==> src/rtl/ssq_pkg.sv <==
package ssq_pkg;

  // Map one three-valued cell digit to its trigger pair {first, second}.
  function automatic logic [1:0] trig_pair(input logic [1:0] digit);
    case (digit)
      2'd0:    return 2'b01;
      2'd2:    return 2'b10;
      default: return 2'b00; // digit 1, and the unused code 3
    endcase
  endfunction

endpackage

==> src/rtl/ssq_period_counter.sv <==
module ssq_period_counter #(
  parameter  int unsigned PERIOD = 10000,
  localparam int unsigned CW     = $clog2(PERIOD)
) (
  input  logic          clk,
  input  logic          rst_n,
  output logic [CW-1:0] cnt,
  output logic          wrap
);

  logic [CW-1:0] cnt_d;

  assign wrap = (cnt == CW'(PERIOD - 1));

  always_comb begin
    cnt_d = wrap ? '0 : cnt + CW'(1);
  end

  always_ff @(posedge clk or negedge rst_n) begin
    if (!rst_n) cnt <= '0;
    else        cnt <= cnt_d;
  end

endmodule

==> src/rtl/ssq_param_bank.sv <==
module ssq_param_bank #(
  parameter  int unsigned P      = 5,
  parameter  int unsigned PERIOD = 10000,
  parameter  int unsigned DW     = 16,
  localparam int unsigned OW     = (P > 1) ? $clog2(P) : 1,
  localparam int unsigned BW     = $clog2(PERIOD) + 1,
  localparam int unsigned AW     = BW + $clog2(P) + 1
) (
  input  logic                  clk,
  input  logic                  rst_n,
  input  logic                  wr_en,
  input  logic                  swap,
  input  logic [4*P-1:0]        in_lo,
  input  logic [4*P-1:0]        in_hi,
  input  logic [P*OW-1:0]       in_order,
  input  logic [P*DW-1:0]       in_dwell,
  output logic [4*P-1:0]        act_lo,
  output logic [4*P-1:0]        act_hi,
  output logic [P*OW-1:0]       act_order,
  output logic [P-1:0][BW-1:0]  act_bnd
);

  // Neutral cell state: both digits at 1 (zero output, all triggers low).
  localparam logic [4*P-1:0] NEUTRAL = {P{4'b0101}};

  logic [4*P-1:0]       sh_lo, sh_hi;
  logic [P*OW-1:0]      sh_order;
  logic [P*DW-1:0]      sh_dwell;
  logic [P-1:0][BW-1:0] bnd_d;
  logic [DW+BW-1:0]     prod;
  logic [AW-1:0]        acc;

  // Shadow bank, written by the calculator at any time.
  always_ff @(posedge clk or negedge rst_n) begin
    if (!rst_n) begin
      sh_lo    <= NEUTRAL;
      sh_hi    <= NEUTRAL;
      sh_order <= '0;
      sh_dwell <= '0;
    end else if (wr_en) begin
      sh_lo    <= in_lo;
      sh_hi    <= in_hi;
      sh_order <= in_order;
      sh_dwell <= in_dwell;
    end
  end

  // Scale each dwell by the period length and accumulate the boundaries,
  // saturating at the period so later steps collapse to zero length.
  always_comb begin
    acc  = '0;
    prod = '0;
    for (int i = 0; i < P; i++) begin
      prod = (DW+BW)'(sh_dwell[i*DW +: DW]) * (DW+BW)'(PERIOD);
      acc  = acc + AW'(prod >> DW);
      bnd_d[i] = (acc > AW'(PERIOD)) ? BW'(PERIOD) : acc[BW-1:0];
    end
  end

  // Active bank, replaced only on the period wrap.
  always_ff @(posedge clk or negedge rst_n) begin
    if (!rst_n) begin
      act_lo    <= NEUTRAL;
      act_hi    <= NEUTRAL;
      act_order <= '0;
      act_bnd   <= '0;
    end else if (swap) begin
      act_lo    <= sh_lo;
      act_hi    <= sh_hi;
      act_order <= sh_order;
      act_bnd   <= bnd_d;
    end
  end

endmodule

==> src/rtl/ssq_state_select.sv <==
module ssq_state_select #(
  parameter  int unsigned P      = 5,
  parameter  int unsigned PERIOD = 10000,
  localparam int unsigned OW     = (P > 1) ? $clog2(P) : 1,
  localparam int unsigned CW     = $clog2(PERIOD),
  localparam int unsigned BW     = CW + 1,
  localparam int unsigned SW     = $clog2(P + 2)
) (
  input  logic [CW-1:0]         cnt,
  input  logic [4*P-1:0]        act_lo,
  input  logic [4*P-1:0]        act_hi,
  input  logic [P*OW-1:0]       act_order,
  input  logic [P-1:0][BW-1:0]  act_bnd,
  output logic [SW-1:0]         step,
  output logic [4*P-1:0]        state
);

  logic [P-1:0] up_sel;

  // Step index: number of boundaries already reached this period.
  always_comb begin
    step = '0;
    for (int i = 0; i < P; i++) begin
      if ({1'b0, cnt} >= act_bnd[i]) step = step + SW'(1);
    end
  end

  // A phase is at its upper state once its order slot has been passed.
  always_comb begin
    up_sel = '0;
    for (int j = 0; j < P; j++) begin
      for (int m = 0; m < P; m++) begin
        if ((SW'(m) < step) && (act_order[m*OW +: OW] == OW'(j))) up_sel[j] = 1'b1;
      end
    end
  end

  always_comb begin
    for (int j = 0; j < P; j++) begin
      state[j*4 +: 4] = up_sel[j] ? act_hi[j*4 +: 4] : act_lo[j*4 +: 4];
    end
  end

endmodule

==> src/rtl/ssq_gate_encoder.sv <==
module ssq_gate_encoder #(
  parameter int unsigned P = 5
) (
  input  logic [4*P-1:0] state,
  output logic [4*P-1:0] gate
);

  import ssq_pkg::*;

  for (genvar j = 0; j < P; j++) begin : g_phase
    assign gate[j*4+2 +: 2] = trig_pair(state[j*4+2 +: 2]); // cell 1
    assign gate[j*4   +: 2] = trig_pair(state[j*4   +: 2]); // cell 2
  end

endmodule

==> src/rtl/ssq_gate_sequencer.sv <==
module ssq_gate_sequencer #(
  parameter  int unsigned P      = 5,
  parameter  int unsigned PERIOD = 10000,
  parameter  int unsigned DW     = 16,
  localparam int unsigned OW     = (P > 1) ? $clog2(P) : 1,
  localparam int unsigned SW     = $clog2(P + 2)
) (
  input  logic              clk,
  input  logic              rst_n,
  input  logic              prm_wr,
  input  logic [4*P-1:0]    prm_lo,
  input  logic [4*P-1:0]    prm_hi,
  input  logic [P*OW-1:0]   prm_order,
  input  logic [P*DW-1:0]   prm_dwell,
  output logic [4*P-1:0]    gate,
  output logic [SW-1:0]     step,
  output logic              period_start
);

  localparam int unsigned CW = $clog2(PERIOD);
  localparam int unsigned BW = CW + 1;

  logic [CW-1:0]        cnt;
  logic                 wrap;
  logic [4*P-1:0]       act_lo, act_hi;
  logic [P*OW-1:0]      act_order;
  logic [P-1:0][BW-1:0] act_bnd;
  logic [SW-1:0]        step_d;
  logic [4*P-1:0]       state_d;
  logic [4*P-1:0]       gate_d;
  logic                 pstart_d;

  ssq_period_counter #(.PERIOD(PERIOD)) u_cnt (
    .clk  (clk),
    .rst_n(rst_n),
    .cnt  (cnt),
    .wrap (wrap)
  );

  ssq_param_bank #(.P(P), .PERIOD(PERIOD), .DW(DW)) u_bank (
    .clk      (clk),
    .rst_n    (rst_n),
    .wr_en    (prm_wr),
    .swap     (wrap),
    .in_lo    (prm_lo),
    .in_hi    (prm_hi),
    .in_order (prm_order),
    .in_dwell (prm_dwell),
    .act_lo   (act_lo),
    .act_hi   (act_hi),
    .act_order(act_order),
    .act_bnd  (act_bnd)
  );

  ssq_state_select #(.P(P), .PERIOD(PERIOD)) u_sel (
    .cnt      (cnt),
    .act_lo   (act_lo),
    .act_hi   (act_hi),
    .act_order(act_order),
    .act_bnd  (act_bnd),
    .step     (step_d),
    .state    (state_d)
  );

  ssq_gate_encoder #(.P(P)) u_enc (
    .state(state_d),
    .gate (gate_d)
  );

  always_comb begin
    pstart_d = (cnt == '0);
  end

  // Output register: all outputs aligned to the same elapsed count.
  always_ff @(posedge clk or negedge rst_n) begin
    if (!rst_n) begin
      gate         <= '0;
      step         <= '0;
      period_start <= 1'b0;
    end else begin
      gate         <= gate_d;
      step         <= step_d;
      period_start <= pstart_d;
    end
  end

endmodule

==> config.mk <==
export PLATFORM = sky130hd
export DESIGN_NAME = ssq_gate_sequencer
export DESIGN_NICKNAME = d
export VERILOG_FILES = /design/src/rtl/ssq_pkg.sv /design/src/rtl/ssq_period_counter.sv /design/src/rtl/ssq_param_bank.sv /design/src/rtl/ssq_state_select.sv /design/src/rtl/ssq_gate_encoder.sv /design/src/rtl/ssq_gate_sequencer.sv
export SDC_FILE = /design/constraint.sdc
export NUM_CORES = 1
export LEC_CHECK = 0
export CORE_MARGIN = 2
export CORE_UTILIZATION = 52
export CTS_CLUSTER_SIZE = 12
export DETAILED_ROUTE_END_ITERATION = 16
export PLACE_DENSITY = 0.71
export SLEW_MARGIN = 5
export SYNTH_ARGS = -nofsm -noshare
export SYNTH_HDL_FRONTEND = slang
export SYNTH_SLANG_ARGS = --single-unit
==> constraint.sdc <==
create_clock -name clk -period 12.9 [get_ports clk]
set_input_delay 3.87 -clock clk [delete_from_list [all_inputs] [get_ports clk]]
set_output_delay 3.87 -clock clk [all_outputs]
set_load 0.03 [all_outputs]
# Word-level counts from Yosys, hierarchy flattened
# Cells that the tools add are included.
[word_totals] wordCells=168 inputBits=138 ff_bits=303 output_inout_bits=24
[op_classes] muxes=51 reduce_logical=41 n_lt_le_gt_ge=15 multipliers=5 n_addsub=9 eq_ne=31
[ops] cell="$mul 16x10->26 const B" count=5
[ops] cell="$gt 19x14->1 const B" count=4
[ops] cell="$ge 14x15->1" count=5
[ops] cell="$mux 15" count=4
[ops] cell="$add 19x14->19" count=3
[ops] cell="$pmux 2 s2" count=10
[ops] cell="$eq 3x2->1 const B" count=10
[ops] cell="$mux 14" count=2
[ops] cell="$mux 1" count=26
[ops] cell="$logic_and 1x1->1" count=25
[ops] cell="$eq 2x2->1 const B" count=10
[ops] cell="$logic_not 2->1" count=10
[ops] cell="$mux 4" count=5
[ops] cell="$add 14x14->15" count=1
[ops] cell="$eq 3x1->1 const B" count=5
[ops] cell="$eq 3x3->1 const B" count=5
[ops] cell="$logic_not 3->1" count=5
[ops] cell="$add 14x1->14 const B" count=1
[ops] cell="$eq 14x14->1 const B" count=1
[ops] cell="$gt 14x14->1 const B" count=1
[ops] cell="$logic_not 14->1" count=1
[ops] cell="$mux 3" count=4
[ops] cell="$add 3x1->3 const B" count=3
[ops] cell="$lt 1x3->1 const A" count=2
[ops] cell="3 further kinds" count=4

# Logic depth before layout (Yosys ltp)
[depth] word_depth=20 ltp_mapped=46 ltp_nobuf=45

# Modules after synthesis
# From an unflattened synthesis, not the netlist that was laid out.
[unflattened] cells_unflattened=2827 hier_area_um2=28143.2
[modules_own_cells] mod="ssq_param_bank" seq_area_each_um2=6656.4 n_inst=1 area_per_inst_um2=23979.2 cells_per_inst=2352
[modules_own_cells] mod="ssq_state_select" seq_area_each_um2=0.0 n_inst=1 area_per_inst_um2=2688.8 cells_per_inst=364
[modules_own_cells] mod="ssq_period_counter" seq_area_each_um2=350.3 n_inst=1 area_per_inst_um2=668.1 cells_per_inst=62
[modules_own_cells] mod="ssq_gate_sequencer" seq_area_each_um2=600.6 n_inst=1 area_per_inst_um2=631.9 cells_per_inst=29
[modules_own_cells] mod="ssq_gate_encoder" seq_area_each_um2=0.0 n_inst=1 area_per_inst_um2=175.2 cells_per_inst=20

# Least setup slack after synthesis
# No wires, ideal clock.
[synth_path] path_kind="register to register" from="reg u_bank.sh_dwell[4]" to="reg u_bank.act_bnd[60] in the netlist's numbering" path_buffers=1 t_arrival_ns=9.433 required_ns=12.779 path_slack_ns=3.345 setup_ns=0.121 period_less_slack_ns=9.555 stages_incl_launch_ff=46 cell_sequence="dfrtp_1 > inv_1 > fa_1 > inv_1 > ha_1 > inv_1 > fa_1 > inv_1 > ha_1 > inv_1 > fa_1 > inv_1 > ha_1 > and3_2 > o311a_1 > o21ai_0 > nand2b_1 > xor2_1 > [... 10 more ...] > a32o_2 > xor2_1 > ha_1 > inv_1 > o21bai_1 > a21o_1 > nand2_1 > o31ai_1 > a211oi_2 > xnor2_1 > ha_1 > a221o_1 > a21o_1 > a21oi_1 > xor2_1 > a21o_1 > buf_6 > a32o_2"
[synth_between] elab_chain_len=7
[synth_lines] item="start: declaration" line_no="ssq_param_bank.sv:28" text="logic [P*DW-1:0] sh_dwell;"
[synth_lines] item="start signal: assignment" line_no="ssq_param_bank.sv:44" text="sh_dwell <= in_dwell;"
[synth_lines] item="$mul 16x10->26 (*)" line_no="ssq_param_bank.sv:54" text="prod = (DW+BW)'(sh_dwell[i*DW +: DW]) * (DW+BW)'(PERIOD);"
[synth_lines] item="$add 14x14->15 (*)" line_no="ssq_param_bank.sv:55" text="acc = acc + AW'(prod >> DW);"
[synth_lines] item="$add 19x14->19 (*) (3 in a row)" line_no="ssq_param_bank.sv:55"
[synth_lines] item="$gt 19x14->1" line_no="ssq_param_bank.sv:56" text="bnd_d[i] = (acc > AW'(PERIOD)) ? BW'(PERIOD) : acc[BW-1:0];"
[synth_lines] item="$mux 15 (*)" line_no="ssq_param_bank.sv:56"
[synth_lines] item="end signal: assignment" line_no="ssq_param_bank.sv:71" text="act_bnd <= bnd_d;"
[synth_lines] item="end: declaration" line_no="ssq_param_bank.sv:20" text="output logic [P-1:0][BW-1:0] act_bnd"
# Every way passes the cells marked *; elsewhere a longest branch is shown, timed or not.
# A chain may end at the register's enable or synchronous reset.

# Worst setup path in the final report
[layout_path] from="reg u_bank.sh_dwell[4]" to="reg u_bank.act_bnd[68] in the netlist's numbering"
# Same word-level chain as after synthesis.

==> impl_metrics.yaml <==
route:
  ant_nets: 0
  post_drt_via_cell_ratio: 5.26
  wl_per_cell_um: 16.2
  route.final.wire_length_um: 61100
  drc: 0
  vias: 19900
  drt-pass1-iter-count: 7
  drtIter0Drc: 1087
cts:
  clkLatencyLatePin_ps: 570
  cts-root-buf: "clkbuf_16"
  worst_setup_hold_path_clk_slew_ps: 60
  post_cts_hold_buffer_count: 0
  cts_tree: "done"
  cts_buffers: 37
  post_cts.resized_instances: 0
  h-tree-depth: 2
  cts.repair_timing.setup_buffer_count: 0
  max-clock-path-buffers: 3
  cts.sinks: 302
global_route:
  grt_first_pass_wirelength_um: 105000
  first_global_vias: 21200
  gr-usage-met1: 0.307
  global_route.usage.total: 0.229
  largest_net_degree_at_the_start_of_global_routing: 168
  global_route.usage.met3: 0.0328
  grt_util_met2: 0.391
  globalRouteOverflowTotal: 0
  antenna_violations_before_repair: 0
  grt.busiest_layer: "met2"
sta:
  final_worst_clock_skew_ps: 17.2
  setup_viol: 0
  relSlewSlack: 0.305
  drv_slew: 0
  worst_hold_slack_ps: 451
  max_freq_mhz: 92.1
  setup-tns-final_ps: 0
  layout_min_cycle_time_ps: 10860
  worst_slew_pin_slew_ps: 1040
  fin_crit_sh: 0.842
  report.final.hold_viol_count: 0
  rsz0062_at_grt: "no"
hold_path:
  class_of_the_tightest_hold_or_removal_check: "flip-flop to flip-flop"
  min_delay_worst_endpoint: "u_bank.act_hi[4]"
  worst_hold_path.num_cells: 2
  timing.hold.worst.start: "u_bank.sh_hi[4]"
synth:
  synth_area_in_simple_gates: 0.0974
  yosys-top-cells-area: "dfrtp_1, ha_1, fa_1"
  yosys_warns: 0
  post_synth_fa_ha_maj_area_fraction: 0.334
  dominant_synthesized_flop_cell: "dfrtp_1"
  synth-edff-count: 0
  yosysSeqAreaShare: 0.271
  synthCells: 2909
  avgSynthCellArea_um2: 9.64
  synth_top_cell_area_share: 0.234
  synthesized_area_fraction_occupied_by_ao_oa_aoi_and_oai_cells: 0.109
  synth.net_count: 3690
  syn_area_um2: 28000
  synth_xor_area_frac: 0.0566
  synth_top_family_by_area: "adder cells"
  yosys.area.top_type: "dfrtp_1"
  asyncSetResetFlopFracSynth: 1.00
  synth.mux.area_fraction: 0.0411
  synth_register_bits: 302
  synth.distinct_cells: 103
die:
  floorplan.die_area_um2: 55800
  floorplan.initialDensity: 0.523
  floorplan.die.width_um: 236
  core_area_um2: 53600
  vert_die_dim_um: 236
  i_o_pin_cnt: 162
  num_rows: 85
worst_setup_path:
  worstSetupPathType: "flip-flop to flip-flop"
  rrSetupSlack_ps: 2040
  critical_path.max_fanout: 10
  max_stage_delay_ps: 540
  worst_r2r_startpoint: "u_bank.sh_dwell[4]"
  cpMostUsedCell: "inv_1"
  data_arrival_time_at_the_worst_slack_endpoint_ps: 11230
  critPathRequiredTime_ps: 13280
  worst-r2r-cell-count: 44
  crit_slowest_cell: "fa_1"
  end_kind: "flip-flop"
  worst_r2r_endpoint: "u_bank.act_bnd[68]"
  crit_path_start_kind: "flip-flop"
job:
  timing.max_cap.violations: 0
placed_design:
  place.port_buffers: 161
  dp_hpwl_um: 48100
  gpl.final_weighted_congestion: 0.929
  placedInstanceArea_um2: 30300
cells_and_area:
  design_area_um2: 31600
  layout.nets: 3842
  num_antenna_cells: 0
  postLayoutCoreUtil: 0.590
  synthToLayoutAreaGrowth_pct: 12.7
  final_common_cell: "inv_1"
  layout-drive-gt1-share: 0.0787
  final_cell_mix: "inv_1, ha_1, nand2_1, dfrtp_1, fa_1"
status:
  status: "completed"
## cell type report
type | instances | area [µm²]
fillers | 4510 | 22000
multi-input cells | 1948 | 17900
flip-flops and latches | 302 | 7610
inverters | 607 | 2280
repair buffers | 165 | 1660
clock buffers | 53 | 1080
well taps | 696 | 871
clock inverters | 14 | 208
## flip-flops by register name (all words and copies together) (netlist names), 14 cells and up
name and cells:
u_bank.sh_order 15, gate 20, u_bank.act_order 15, u_bank.sh_lo 20
u_bank.act_hi 20, u_bank.act_lo 20, u_bank.sh_hi 20, u_bank.sh_dwell 80
u_bank.act_bnd 74, u_cnt.cnt 14
## worst max-delay path, delay by kind of cell, from the launching register on
kind                       cells  cell delay [ps]
AOI/OAI and AO/OA             16             3820
adders and majority gates     10             3670
xor gates and xnor gates       5             1630
and+or+nand+nor                5              670
buffers and inverters          8              490
DFF                            1              380
## how the worst max path moves through the flow
stage | endpoint | slack (ps) | start | cells past startpoint
after global placement | u_bank.act_bnd[64] | 2420 | u_bank.sh_dwell[4] | 44
after CTS | u_bank.act_bnd[68] | 2110 | u_bank.sh_dwell[4] | 44
after detailed placement | u_bank.act_bnd[68] | 2200 | u_bank.sh_dwell[4] | 44
after floorplan | u_bank.act_bnd[60] | 3350 | u_bank.sh_dwell[4] | 45
after global routing | u_bank.act_bnd[69] | 1360 | u_bank.sh_dwell[4] | 42
final | u_bank.act_bnd[68] | 2040 | u_bank.sh_dwell[4] | 44
## cells in the mapped netlist, drive strengths merged (6+ instances only)
cell type  instances
a21o              60
fa               174
xnor2             92
nor3              24
or2                6
nand2b            42
a22oi             13
clkbuf            40
o22ai              7
xnor3              7
mux2i             14
a21oi             96
inv              607
ha               469
o21a              20
o31ai              9
o21bai            21
a211oi             9
a31oi              8
nand3             34
nor2             109
buf               11
nand2            279
a2bb2oi            6
o21ai            121
a22o              12
xor2              55
o211ai             8
or3               15
and2              10
dfstp             40
nand4             15
nor4               7
a32o              10
mux2              90
nor2b             22
and3              10
dfrtp            262
## kinds of logic (layout without fill, tap and decap cells)
group | count (synthesis) | in the layout
AOI/OAI and AO/OA | 452 | 452
xor gates and xnor gates | 158 | 158
adders and majority gates | 643 | 643
buffers and inverters | 659 | 839
DFF | 302 | 302
muxes | 104 | 104
and+or+nand+nor | 591 | 591
## through the flow
stage | instances | setup slack, ps
global placement | 3718 | 2420
CTS | 3785 | 2110
global route | 3785 | 1360
floorplan | 2909 | 3350
finish | 3785 | 2040
detailed placement | 3718 | 2200
## layer usage
layer | vias up | part of all wire
met2 | 349 | 0.47
met3 | 84 | 0.040
met5 | - | 0
met4 | 0 | 0.022
li1 | 9840 | -
met1 | 9642 | 0.46
Power is left out: the tool's default activity adds up to more than one toggle a clock period on the data nets, which glitch-free logic cannot reach.
